**config.mk**
```make
export PLATFORM = sky130hd
export DESIGN_NAME = ovl_remap_top
export DESIGN_NICKNAME = d
export VERILOG_FILES = /design/src/rtl/ovl_pkg.sv /design/src/rtl/ovl_ctrl_reg.sv /design/src/rtl/ovl_decode.sv /design/src/rtl/ovl_rdata_stage.sv /design/src/rtl/ovl_remap_top.sv
export SDC_FILE = /design/constraint.sdc
export NUM_CORES = 1
export LEC_CHECK = 0
export ABC_AREA = 0
export BUFFER_PORTS_ARGS = -buffer_cell sky130_fd_sc_hd__buf_2
export CELL_PAD_IN_SITES_DETAIL_PLACEMENT = 1
export CELL_PAD_IN_SITES_GLOBAL_PLACEMENT = 2
export CORE_MARGIN = 4
export CORE_UTILIZATION = 17
export CTS_BUF_LIST = sky130_fd_sc_hd__clkbuf_2 sky130_fd_sc_hd__clkbuf_4 sky130_fd_sc_hd__clkbuf_8
export CTS_CLUSTER_SIZE = 28
export DETAILED_ROUTE_END_ITERATION = 8
export GPL_TIMING_DRIVEN = 0
export PLACE_DENSITY = 0.81
export SYNTH_ARGS = -nofsm -noshare
export SYNTH_HDL_FRONTEND = slang
export SYNTH_SLANG_ARGS = --single-unit
```
**constraint.sdc**
```tcl
create_clock -name clk -period 2.6 [get_ports clk]
set_clock_uncertainty 0.1 [all_clocks]
set_input_delay 0.13 -clock clk [delete_from_list [all_inputs] [get_ports clk]]
set_output_delay 0.13 -clock clk [all_outputs]
set_load 0.02 [all_outputs]
```
**src/rtl/ovl_pkg.sv**
```systemverilog
package ovl_pkg;
    localparam int ADDR_W     = 32;
    localparam int DATA_W     = 32;
    localparam int PAGE_BITS  = 12;
    localparam int NUM_BLK    = 8;
    localparam int SEL_W      = $clog2(NUM_BLK);
    localparam int FLASH_BITS = 20;
    localparam int CTRL_W     = SEL_W + 1;
    localparam logic [ADDR_W-1:0] RAM_BASE = 32'hFFFF_0000;
    localparam int OVL_TOP    = PAGE_BITS + SEL_W;

    typedef enum logic [1:0] {
        AC_NONE  = 2'd0,
        AC_FLASH = 2'd1,
        AC_OVL   = 2'd2,
        AC_RAM   = 2'd3
    } acc_class_e;

    typedef struct packed {
        logic             en;
        logic [SEL_W-1:0] sel;
    } ovl_ctrl_t;

    function automatic acc_class_e classify(input logic [ADDR_W-1:0] a,
                                            input ovl_ctrl_t c);
        logic in_flash, in_ram, in_ovl;
        in_flash = (a[ADDR_W-1:FLASH_BITS] == '0);
        in_ram   = (a[ADDR_W-1:PAGE_BITS] == RAM_BASE[ADDR_W-1:PAGE_BITS]);
        in_ovl   = in_flash && c.en
                   && (a[FLASH_BITS-1:OVL_TOP] == '0)
                   && (a[OVL_TOP-1:PAGE_BITS] == c.sel);
        if (in_ram)        return AC_RAM;
        else if (in_ovl)   return AC_OVL;
        else if (in_flash) return AC_FLASH;
        else               return AC_NONE;
    endfunction
endpackage

```
**src/rtl/ovl_ctrl_reg.sv**
```systemverilog
module ovl_ctrl_reg
    import ovl_pkg::*;
(
    input  logic              clk,
    input  logic              rst,
    input  logic              wr,
    input  logic [CTRL_W-1:0] wdata,
    output ovl_ctrl_t         ctrl
);
    ovl_ctrl_t ctrl_q;

    always_ff @(posedge clk) begin
        if (rst)     ctrl_q <= '0;
        else if (wr) ctrl_q <= ovl_ctrl_t'(wdata);
    end

    assign ctrl = ctrl_q;


    ctrl_reset_zero_chk: assert property (@(posedge clk)
        $past(rst) |-> (ctrl_q == '0));


    ctrl_hold_chk: assert property (@(posedge clk) disable iff (rst)
        (!$past(wr) && !$past(rst)) |-> $stable(ctrl_q));
endmodule

```
**src/rtl/ovl_decode.sv**
```systemverilog
module ovl_decode
    import ovl_pkg::*;
(
    input  logic                  bus_req,
    input  logic                  bus_we,
    input  logic [ADDR_W-1:0]     bus_addr,
    input  ovl_ctrl_t             ctrl,
    output acc_class_e            acc_class,
    output logic                  flash_cs,
    output logic [FLASH_BITS-1:0] flash_addr,
    output logic                  ram_cs,
    output logic                  ram_we,
    output logic [PAGE_BITS-1:0]  ram_addr
);
    always_comb begin
        acc_class  = classify(bus_addr, ctrl);
        flash_cs   = bus_req && !bus_we && (acc_class == AC_FLASH);
        ram_cs     = bus_req && ((acc_class == AC_RAM) || (acc_class == AC_OVL));
        ram_we     = ram_cs && bus_we;
        flash_addr = bus_addr[FLASH_BITS-1:0];
        ram_addr   = bus_addr[PAGE_BITS-1:0];
    end
endmodule

```
**src/rtl/ovl_rdata_stage.sv**
```systemverilog
module ovl_rdata_stage
    import ovl_pkg::*;
(
    input  logic              clk,
    input  logic              rst,
    input  logic              bus_req,
    input  logic              bus_we,
    input  acc_class_e        acc_class,
    input  logic [DATA_W-1:0] flash_rdata,
    input  logic [DATA_W-1:0] ram_rdata,
    output logic [DATA_W-1:0] bus_rdata,
    output logic              bus_err
);
    logic [DATA_W-1:0] rd_q;
    logic              err_q;
    logic [DATA_W-1:0] rd_mux;

    always_comb begin
        unique case (acc_class)
            AC_FLASH:       rd_mux = flash_rdata;
            AC_OVL, AC_RAM: rd_mux = ram_rdata;
            default:        rd_mux = '0;
        endcase
    end

    always_ff @(posedge clk) begin
        if (rst) begin
            rd_q  <= '0;
            err_q <= 1'b0;
        end else begin
            if (bus_req && !bus_we) rd_q <= rd_mux;
            err_q <= bus_req && bus_we && (acc_class == AC_FLASH);
        end
    end

    assign bus_rdata = rd_q;
    assign bus_err   = err_q;


    err_after_write_chk: assert property (@(posedge clk) disable iff (rst)
        bus_err |-> ($past(bus_req) && $past(bus_we)));


    rdata_hold_chk: assert property (@(posedge clk) disable iff (rst)
        (!$past(rst) && !($past(bus_req) && !$past(bus_we))) |-> $stable(bus_rdata));
endmodule

```
**src/rtl/ovl_remap_top.sv**
```systemverilog
module ovl_remap_top
    import ovl_pkg::*;
(
    input  logic                  clk,
    input  logic                  rst,
    input  logic                  reg_we,
    input  logic [CTRL_W-1:0]     reg_wdata,
    input  logic                  bus_req,
    input  logic                  bus_we,
    input  logic [ADDR_W-1:0]     bus_addr,
    input  logic [DATA_W-1:0]     bus_wdata,
    output logic [DATA_W-1:0]     bus_rdata,
    output logic                  bus_err,
    output logic                  flash_cs,
    output logic [FLASH_BITS-1:0] flash_addr,
    input  logic [DATA_W-1:0]     flash_rdata,
    output logic                  ram_cs,
    output logic                  ram_we,
    output logic [PAGE_BITS-1:0]  ram_addr,
    output logic [DATA_W-1:0]     ram_wdata,
    input  logic [DATA_W-1:0]     ram_rdata
);
    ovl_ctrl_t  ctrl;
    acc_class_e acc_class;

    ovl_ctrl_reg u_ctrl (
        .clk   (clk),
        .rst   (rst),
        .wr    (reg_we),
        .wdata (reg_wdata),
        .ctrl  (ctrl)
    );

    ovl_decode u_dec (
        .bus_req    (bus_req),
        .bus_we     (bus_we),
        .bus_addr   (bus_addr),
        .ctrl       (ctrl),
        .acc_class  (acc_class),
        .flash_cs   (flash_cs),
        .flash_addr (flash_addr),
        .ram_cs     (ram_cs),
        .ram_we     (ram_we),
        .ram_addr   (ram_addr)
    );

    ovl_rdata_stage u_rd (
        .clk         (clk),
        .rst         (rst),
        .bus_req     (bus_req),
        .bus_we      (bus_we),
        .acc_class   (acc_class),
        .flash_rdata (flash_rdata),
        .ram_rdata   (ram_rdata),
        .bus_rdata   (bus_rdata),
        .bus_err     (bus_err)
    );

    assign ram_wdata = bus_wdata;


    flash_ram_excl_chk: assert property (@(posedge clk) disable iff (rst)
        !(flash_cs && ram_cs));


    ovl_needs_enable_chk: assert property (@(posedge clk) disable iff (rst)
        (ram_cs && (bus_addr[ADDR_W-1:FLASH_BITS] == '0))
            |-> (ctrl.en && (bus_addr[OVL_TOP-1:PAGE_BITS] == ctrl.sel)));


    high_flash_no_ram_chk: assert property (@(posedge clk) disable iff (rst)
        ((bus_addr[ADDR_W-1:FLASH_BITS] == '0) && (bus_addr[FLASH_BITS-1:OVL_TOP] != '0))
            |-> !ram_cs);


    flash_never_written_chk: assert property (@(posedge clk) disable iff (rst)
        flash_cs |-> !bus_we);


    ram_we_in_cs_chk: assert property (@(posedge clk) disable iff (rst)
        ram_we |-> ram_cs);
endmodule

```
# [Word-level counts from Yosys, hierarchy flattened]
# Index checks and enable logic that the tools add are counted.
[classes] reduce_logical=14 n_eq_ne=5 n_mux=4
[ops] op="32-bit case mux with 2 select lines" n=1
[ops] op="20-bit equality test (second input constant)" n=1
[ops] op="12-bit logical NOT" n=1
[ops] op="1-bit logical AND" n=9
[ops] op="5-bit logical NOT" n=1
[ops] op="2-bit equality test (second input constant)" n=2
[ops] op="2-bit 2-to-1 mux" n=2
[ops] op="3-bit equality test" n=1
[ops] op="2-bit by 1-bit equality test with 1-bit output (second input constant)" n=1
[ops] op="2-bit OR reduction" n=1
[ops] op="1-bit logical NOT" n=1
[ops] op="1-bit logical OR" n=1
[ops] op="1-bit 2-to-1 mux" n=1
[totals] ff_bits=37 out_inout_bits=100

# [Logic depth before layout (Yosys ltp)]
# Gate-level depths: netlist (run 1).
[depth] word_depth=10 ltp_mapped=6 ltp_nobuf=5

# [Cells and area by module]
# Synthesis (run 1) repeated with hierarchy kept, for this count alone.
[hier_totals] hier_cells=255 hier_area_um2=2519.9
[modules_own_cells] module="ovl_rdata_stage" area_per_inst_um2=1711.6 cells_each=152 n_inst=1
[modules_own_cells] module="ovl_decode" area_per_inst_um2=427.9 cells_each=58 n_inst=1
[modules_own_cells] module="ovl_remap_top" area_per_inst_um2=240.2 cells_each=32 n_inst=1
[modules_own_cells] module="ovl_ctrl_reg" area_per_inst_um2=140.1 cells_each=13 n_inst=1

# [Worst setup path before layout (run 1)]
# Ideal clock, no wire load.
[synth_timing] kind="input to register" startpoint="input bus_addr[19]" endpoint="register u_rd.rd_q[15], in the netlist u_rd.bus_rdata[15]" path_slack_ps=700 arrival_time_ps=1677 path_buffers=1 setup_time_ps=123 stages=6 path_cell_list="or4_1 -> nor4_2 -> and2_2 -> nor3_2 -> buf_6 -> a221o_2"
[synth_between] elab_chain_len=8 word_cells_on_any_way=11 cone_classes="4 x eq/ne; 3 x mux; 4 x reduce/logical"
[synth_rtl] element="start: declaration" line="ovl_remap_top.sv:10" text="input logic [ADDR_W-1:0] bus_addr,"
[synth_rtl] element="5-bit logical NOT" line="ovl_pkg.sv:30" text="&& (a[FLASH_BITS-1:OVL_TOP] == '0)"
[synth_rtl] element="1-bit logical AND" line="ovl_pkg.sv:30"
[synth_rtl] element="1-bit logical AND" line="ovl_pkg.sv:31" text="&& (a[OVL_TOP-1:PAGE_BITS] == c.sel);"
[synth_rtl] element="2-bit 2-to-1 mux" line="ovl_pkg.sv:33" text="else if (in_ovl) return AC_OVL;"
[synth_rtl] element="2-bit 2-to-1 mux (*)" line="ovl_pkg.sv:32" text="if (in_ram) return AC_RAM;"
[synth_rtl] element="2-bit equality test" line="ovl_rdata_stage.sv:19" text="unique case (acc_class)"
[synth_rtl] element="2-bit OR reduction" line="ovl_rdata_stage.sv:19"
[synth_rtl] element="32-bit case mux with 2 select lines (*)" line="ovl_rdata_stage.sv:19"
[synth_rtl] element="end signal: assignment" line="ovl_rdata_stage.sv:31" text="if (bus_req && !bus_we) rd_q <= rd_mux;"
[synth_rtl] element="end: declaration" line="ovl_rdata_stage.sv:14" text="logic [DATA_W-1:0] rd_q;"
# Mark *: on every way between the ends. The rest lies on a longest branch, timed or not.
# A chain may end at the register's enable or synchronous reset.

# [Worst setup path after layout (run 1)]
[layout_timing] startpoint="register u_ctrl.ctrl_q, in the netlist u_ctrl.ctrl[3]" endpoint="register u_rd.rd_q[30], in the netlist u_rd.bus_rdata[30]"
[layout_between] elab_chain_len=8 word_cells_on_any_way=10 cone_classes="3 x eq/ne; 3 x mux; 4 x reduce/logical"
[layout_rtl] element="start: declaration" line="ovl_ctrl_reg.sv:10" text="ovl_ctrl_t ctrl_q;"
[layout_rtl] element="start signal: assignment" line="ovl_ctrl_reg.sv:14" text="else if (wr) ctrl_q <= ovl_ctrl_t'(wdata);"
[layout_rtl] element="1-bit logical AND (*)" line="ovl_pkg.sv:29" text="in_ovl = in_flash && c.en"
[layout_rtl] element="1-bit logical AND (*)" line="ovl_pkg.sv:30"
[layout_rtl] element="1-bit logical AND (*)" line="ovl_pkg.sv:31"
[layout_rtl] element="2-bit 2-to-1 mux (*)" line="ovl_pkg.sv:33"
[layout_rtl] element="2-bit 2-to-1 mux (*)" line="ovl_pkg.sv:32"
[layout_rtl] element="2-bit equality test" line="ovl_rdata_stage.sv:19"
[layout_rtl] element="2-bit OR reduction" line="ovl_rdata_stage.sv:19"
[layout_rtl] element="32-bit case mux with 2 select lines (*)" line="ovl_rdata_stage.sv:19"
# Marked as above.

==> metrics.md, run 1 <==
| Metric | Value |
|---|---|
| Mapped Nets | 351 |
| Final Hold Fails | 0 |
| Status | finished, final reports clean |
| Diodes inserted | 0 |
| Most frequent cells in the layout | buf_2 (191), dlygate4sd3_1 (75), buf_4 (67), dfxtp_1 (37), and2_1 (33) |
| Final std cells w/o fill | 659 |
| Synth Warn # | 0 |
| FF-to-FF setup slack | around 0.1 ns |
| Final setup vio count | 0 |
| I/O pin cnt | between 200 and 250 |
| Number of global-route vias before repair | about 3000 |
| First-pass GRT wire length | between 15000 and 20000 um |
| Max VDD drop | roughly 140 uV |
| Core ar. | 0.01216 mm2 |
| CTS Root Cell | clkbuf_8 |
| RR Endpoint | u_rd.bus_rdata[30] |
| Sequential area share after synthesis | 34.78% |
| Die ar. | 0.01438 mm2 |
| Pleak | 2.156 nW |
| Count of nets after finishing | 627 |
| Starting Density | between 15 and 20% |
| CTS tree | done |
| Clk pin slew, worst setup/hold paths | about 0.08 ns |
| Total Routing Usage GR | 13.10% |
| Post-Syn Area | 0.002130 mm2 |
| Sink Count | 37 |
| Final wirelength | 9855 um |
| Crit. End Element | register |
| Worst hold start | bus_wdata[2] |
| Drc violations | 0 |
| CTS max path bufs | 2 |
| Largest cells by area after synthesis | dfxtp_1 (35%), buf_4 (23%), a221o_2 (13%), and2_1 (9.7%), a221o_1 (3.3%) |
| Slew headroom | between 60% and 70% |
| Clk_lat worst skew | 0.30 ns |
| #FFs+latches synth | 37 |
| Syn Inst Count | about 210 |
| Cts bufs inserted | 5 |
| Layout cells sized above 1 | 61.51% |
| DP Wirelength | ~6800 um |
| Overflow after GRT | 0 |
| Die height | between 100 and 150 um |
| Crit path kind | reg2reg |
| Required @ worst endpoint | 2.69 ns |
| Drt pass-1 iters | 4 |
| Initial DRC count | 89 |
| Worst hold endpoint | ram_wdata[2] |
| Final slew viol count | 0 |
| Drt wl/cell | 14.95 um |
| Max Cap Viol | 0 |
| # H-tree levels | 2 |
| Syn_area_per_cell | 9.951 um2 |
| Worst EP arrival | roughly 2.6 ns |
| Worst R2R Path Depth | 7 |
| Worst Max-Slew Pin Slew | 0.5277 ns |
| Worst-path fanout max | 10 |
| IO buf count | 191 |
| Final Power | 1.386 mW |
| GPL Wtd Cong | 0.7066 |
| Hold path depth | 2 |
| Synth top area share | 34.78% |
| Origin of the critical flop-to-flop path | u_ctrl.ctrl[3] |
| Critical Path Source Type | register |
| Final worst path period need | roughly 2.5 ns |
| Power density cells | approximately 330 mW/mm2 |
| Synthesis-to-layout area growth | 95.59% |
| Post-DR vias/cell | 4.042 |
| FP Rows | 40 |
| Yosys top cell by area | dfxtp_1 |
| Commonest non-fill, non-tap cell in the layout | buf_2 |
| Largest net degree at the start of global routing | 13 |
| DP Cell Count | 573 |
| Maximum clock rate | 0.3999 GHz |
| DR vias | 2664 |
| Post-synthesis cell type count | 26 |
| Initial antenna violation count | 0 |
| Worst min-delay path category | in2out |
| Period Utilization, post-route | 96.17% |
| Filler cells | 1468 |
| Post-route antenna net violation count | 0 |
| Die W | between 100 and 150 um |
state kept, by name, indices dropped and copies added (netlist names):
name,flops
u_rd.bus_err,1
u_ctrl.ctrl,4
u_rd.bus_rdata,32
what timing repair did:
action / 4_1_cts / 5_1_grt
hold buffers: 75 / 0
setup endpoints to repair: 0 / 1
hold endpoints to repair: 37 / 0
gates resized for setup: 0 / 2
setup buffers: 0 / 3
cell usage after synthesis:
| master | number |
|---|---|
| nor4_2 | 1 |
| nor3_2 | 1 |
| a221o_2 | 25 |
| inv_1 | 1 |
| xor2_1 | 2 |
| nand3b_1 | 2 |
| a21oi_4 | 1 |
| clkbuf_1 | 4 |
| or2b_2 | 1 |
| nand4b_1 | 1 |
| dfxtp_1 | 37 |
| mux2i_1 | 4 |
| a221o_1 | 7 |
| nand3_1 | 2 |
| buf_6 | 6 |
| nand2_1 | 2 |
| a21oi_1 | 2 |
| xnor2_1 | 1 |
| nor4b_1 | 2 |
| or4_1 | 1 |
| and2_1 | 33 |
| and2_2 | 1 |
| buf_4 | 64 |
| nor4_1 | 4 |
| nor2_1 | 6 |
| nand4_1 | 3 |
layer usage:
layer / wire length [um] / share of wire [%] / track usage (%)
met5: 0 / 0 / 0
met4: 187 / 1.9 / 4.080
met3: 947 / 9.6 / 4.383
met2: 5186 / 53 / 25.15
met1: 3533 / 36 / 13.19
critical path: stages (launching register included):
cell           delay [ns]
dfxtp_1              0.35
or2b_2               0.32
nor4_4               0.30
and2_4               0.19
nor3_2               0.08
buf_6                0.17
a221o_1              0.33
dlygate4sd3_1        0.55
report_power, final:
group          switching (mW)  leakage (nW)  internal [mW]
Combinational           0.166          1.81          0.224
Sequential            0.00266         0.299          0.570
Clock                   0.239        0.0439          0.186
final cells by class:
type,count,area (um2),share of cell area [%]
Timing Repair Buffer,269,1729,41.51
Multi-Input combinational cell,102,832.0,19.98
Sequential cell,37,740.7,17.78
Buffer,74,563.0,13.52
Tap cell,168,210.2,5.047
Clock buffer,5,68.82,1.652
Clock inverter,3,17.52,0.4205
Inverter,1,3.754,0.09012
worst max-delay path by stage:
stage / slack (ns) / depth (start not counted) / from / to
global route: -0.07 / 7 / u_ctrl.ctrl[3] / u_rd.bus_rdata[30]
detailed placement: 0.38 / 7 / bus_addr[19] / u_rd.bus_rdata[17]
CTS: 0.02 / 7 / u_ctrl.ctrl[3] / u_rd.bus_rdata[30]
floorplan: 0.70 / 6 / bus_addr[19] / u_rd.bus_rdata[15]
finish: 0.1 / 7 / u_ctrl.ctrl[3] / u_rd.bus_rdata[30]
global placement: 0.38 / 7 / bus_addr[19] / u_rd.bus_rdata[5]
per-stage QoR:
| stage | setup WS, ns | hold WS [ns] | cell area [um2] | setup TNS [ns] | utilization, % |
|---|---|---|---|---|---|
| 5_1_grt | -0.06675 | 0.3823 | 4165 | -0.06675 | 34.25 |
| 6_report | 0.09963 | 0.3781 | 4165 | 0 | 34.25 |
| 3_5_place_dp | 0.3765 | 0.2590 | 3296 | 0 | 27.10 |
| 4_1_cts | 0.01979 | 0.3791 | 4133 | 0 | 33.98 |
| 3_3_place_gp | 0.3845 | 0.2550 | 3296 | 0 | 27.10 |
| 2_1_floorplan | 0.6999 | 0.1024 | 2130 | 0 | - |
cells by family (layout without fill, tap and decap cells):
family | after synthesis | count (layout) | synth area share, %
AOI/OAI and AO/OA | 35 | 35 | 17.74
muxes | 4 | 4 | 1.880
xor gates and xnor gates | 3 | 3 | 1.234
buffers and inverters | 75 | 352 | 26.62
DFF | 37 | 37 | 34.78
and+or+nand+nor | 60 | 60 | 17.74
No activity file was read; power rests on OpenSTA's default activity.
==> run 2, diff against run 1 <==
BUFFER_PORTS_ARGS = default   (was -buffer_cell sky130_fd_sc_hd__buf_2)
CORE_AREA = 4 4 90 92   (was default)
CORE_MARGIN = default   (was 4)
CORE_UTILIZATION = default   (was 17)
DIE_AREA = 0 0 94 96   (was default)
DONT_BUFFER_PORTS = 1   (was default)
PLACE_DENSITY = 0.75   (was 0.81)
SETUP_SLACK_MARGIN = 0.15   (was default)
==> run 2 against run 1 <==
  * Register-to-register slack gained 0.18 ns
  * Clock-buffer cell count grew 1
  * Core utilization grew 8.3 points
  * Critical path depth shrank 1
  * Largest cell class unchanged
==> metrics.md, run 2 (synthesis gave the netlist of run 1 again) <==
| Metric | Value |
|---|---|
| Drt wl/cell | 19.79 um |
| Crit. End Element | register |
| # H-tree levels | 2 |
| DR vias | about 1900 |
| Worst EP arrival | 2.40 ns |
| Pleak | 1.307 nW |
| Number of global-route vias before repair | 2179 |
| Synthesis-to-layout area growth | 44.24% |
| Die W | about 94 um |
| Setup TNS | 0 ns |
| GPL Wtd Cong | 0.6911 |
| Commonest non-fill, non-tap cell in the layout | dlygate4sd3_1 |
| Layout cells sized above 1 | 37.20% |
| Die ar. | 0.009024 mm2 |
| Post-DR vias/cell | 4.809 |
| Final wirelength | 7756 um |
| Sink Count | 37 |
| Initial antenna violation count | 0 |
| Count of nets after finishing | approximately 430 |
| Status | finished, final reports clean |
| RSZ-0062 raised after global routing | true |
| Period Utilization, post-route | 89.36% |
| Most frequent cells in the layout | dlygate4sd3_1 (71), buf_4 (64), dfxtp_1 (36), and2_1 (33), a221o_2 (25) |
| CTS tree | done |
| Maximum clock rate | approximately 0.43 GHz |
| Overflow after GRT | 0 |
| First-pass GRT wire length | ~11000 um |
| Max VDD drop | 165.6 uV |
| Final setup vio count | 0 |
| Worst Max-Slew Pin Slew | between 1 and 1.5 ns |
| Final std cells w/o fill | 392 |
| Slew headroom | 26.04% |
| Crit path kind | reg2reg |
| Final core occ | 42.58% |
| Power density cells | roughly 420 mW/mm2 |
| IO buf count | 0 |
| Clk_lat worst skew | roughly 0.28 ns |
| CTS max path bufs | 2 |
| CTS Root Cell | clkbuf_8 |
| Worst min-delay path category | in2reg |
| DP Wirelength | approximately 5500 um |
| Final worst path period need | roughly 2.3 ns |
| I/O pin cnt | roughly 240 |
| Diodes inserted | 0 |
| Critical Path Source Type | register |
| Pre-CTS setup slack | 0.5386 ns |
| Max reg flops | 32 |
| Core ar. | 0.007214 mm2 |
| Required @ worst endpoint | 2.68 ns |
| Cts bufs inserted | 5 |
| Post-route antenna net violation count | 0 |
| Clk pin slew, worst setup/hold paths | 0.08 ns |
| Largest net degree at the start of global routing | 13 |
| Filler cells | 821 |
| Fin worst setup slack | 0.2766 ns |
| Final Hold Fails | 0 |
| Worst-path fanout max | 5 |
| Drc violations | 0 |
| FP Rows | 31 |
| Initial DRC count | 32 |
| Total Routing Usage GR | between 10% and 20% |
| Final slew viol count | 0 |
| Die height | roughly 96 um |
| DP Cell Count | roughly 310 |
| Starting Density | 29.52% |
| Max Cap Viol | 0 |
| Drt pass-1 iters | 4 |
-- run 2: cell count changes in the layout (fill, tap and decap cells not counted), sizes merged --
cell / previous run / this run
buf: 264 / 70
dlygate4sd3: 75 / 71
clkbuf: 9 / 10
clkinvlp: 1 / 0
-- run 2: timing repair --
item,CTS,global route
buffers inserted,0,0
hold endpoints to repair,37,0
resized for setup,0,3
endpoints found under the setup margin,0,2
hold buffers,71,0
-- run 2: per-stage QoR --
step / instance area, um2 / hold slack [ns] / total power [mW]
CTS: 3060 / 0.01027 / 1.292
global route: 3072 / 0.03494 / 1.327
detailed placement: 2253 / 0.1062 / 0.7679
global placement: 2253 / 0.1039 / 0.7666
finish: 3072 / 0.02230 / 1.281
floorplan: 2130 / 0.1024 / 0.7521
-- run 2: cell type report --
class / count / area, um2 / share of cell area [%]
Buffer: 74 / 563.0 / 18.33
Clock inverter: 2 / 13.76 / 0.4481
Inverter: 1 / 3.754 / 0.1222
Multi-Input combinational cell: 102 / 832.0 / 27.09
Clock buffer: 6 / 82.58 / 2.688
Timing Repair Buffer: 71 / 710.7 / 23.14
Tap cell: 99 / 123.9 / 4.033
Sequential cell: 37 / 742.0 / 24.15
-- run 2: power by group --
part | total, mW | switching, mW | internal, mW
Combinational | 0.272 | 0.126 | 0.146
Clock | 0.437 | 0.222 | 0.215
Sequential | 0.572 | 0.00242 | 0.570
Total | 1.28 | 0.350 | 0.931
-- run 2: path summary, 6_finish.rpt --
path | from | to | slack [ns] | depth (start not counted)
setup / recovery | u_ctrl.ctrl[3] | u_rd.bus_rdata[11] | 0.28 | 6
hold / removal | bus_addr[31] | u_rd.bus_err | 0.02 | 3
setup reg to reg | u_ctrl.ctrl[3] | u_rd.bus_rdata[11] | 0.28 | 6
hold reg to reg | u_ctrl.ctrl[3] | u_ctrl.ctrl[3] | 0.39 | 2
-- run 2: critical path, cell delays in order (launching register included) --
cell and delay, ns:
dfxtp_2 0.33, or2b_2 0.31, nor4_4 0.27, and2_4 0.19
nor3_2 0.08, a221o_2 0.39, dlygate4sd3_1 0.55
-- run 2: layer usage --
layer	vias to the layer above	wire length [um]	part of all wire, %	global-route usage (%)
met5	-	0	0	0
met2	132	4132	53	29.63
li1	861	-	-	-
met4	0	57	0.73	3.369
met3	4	890	11	6.255
met1	888	2675	34	15.84
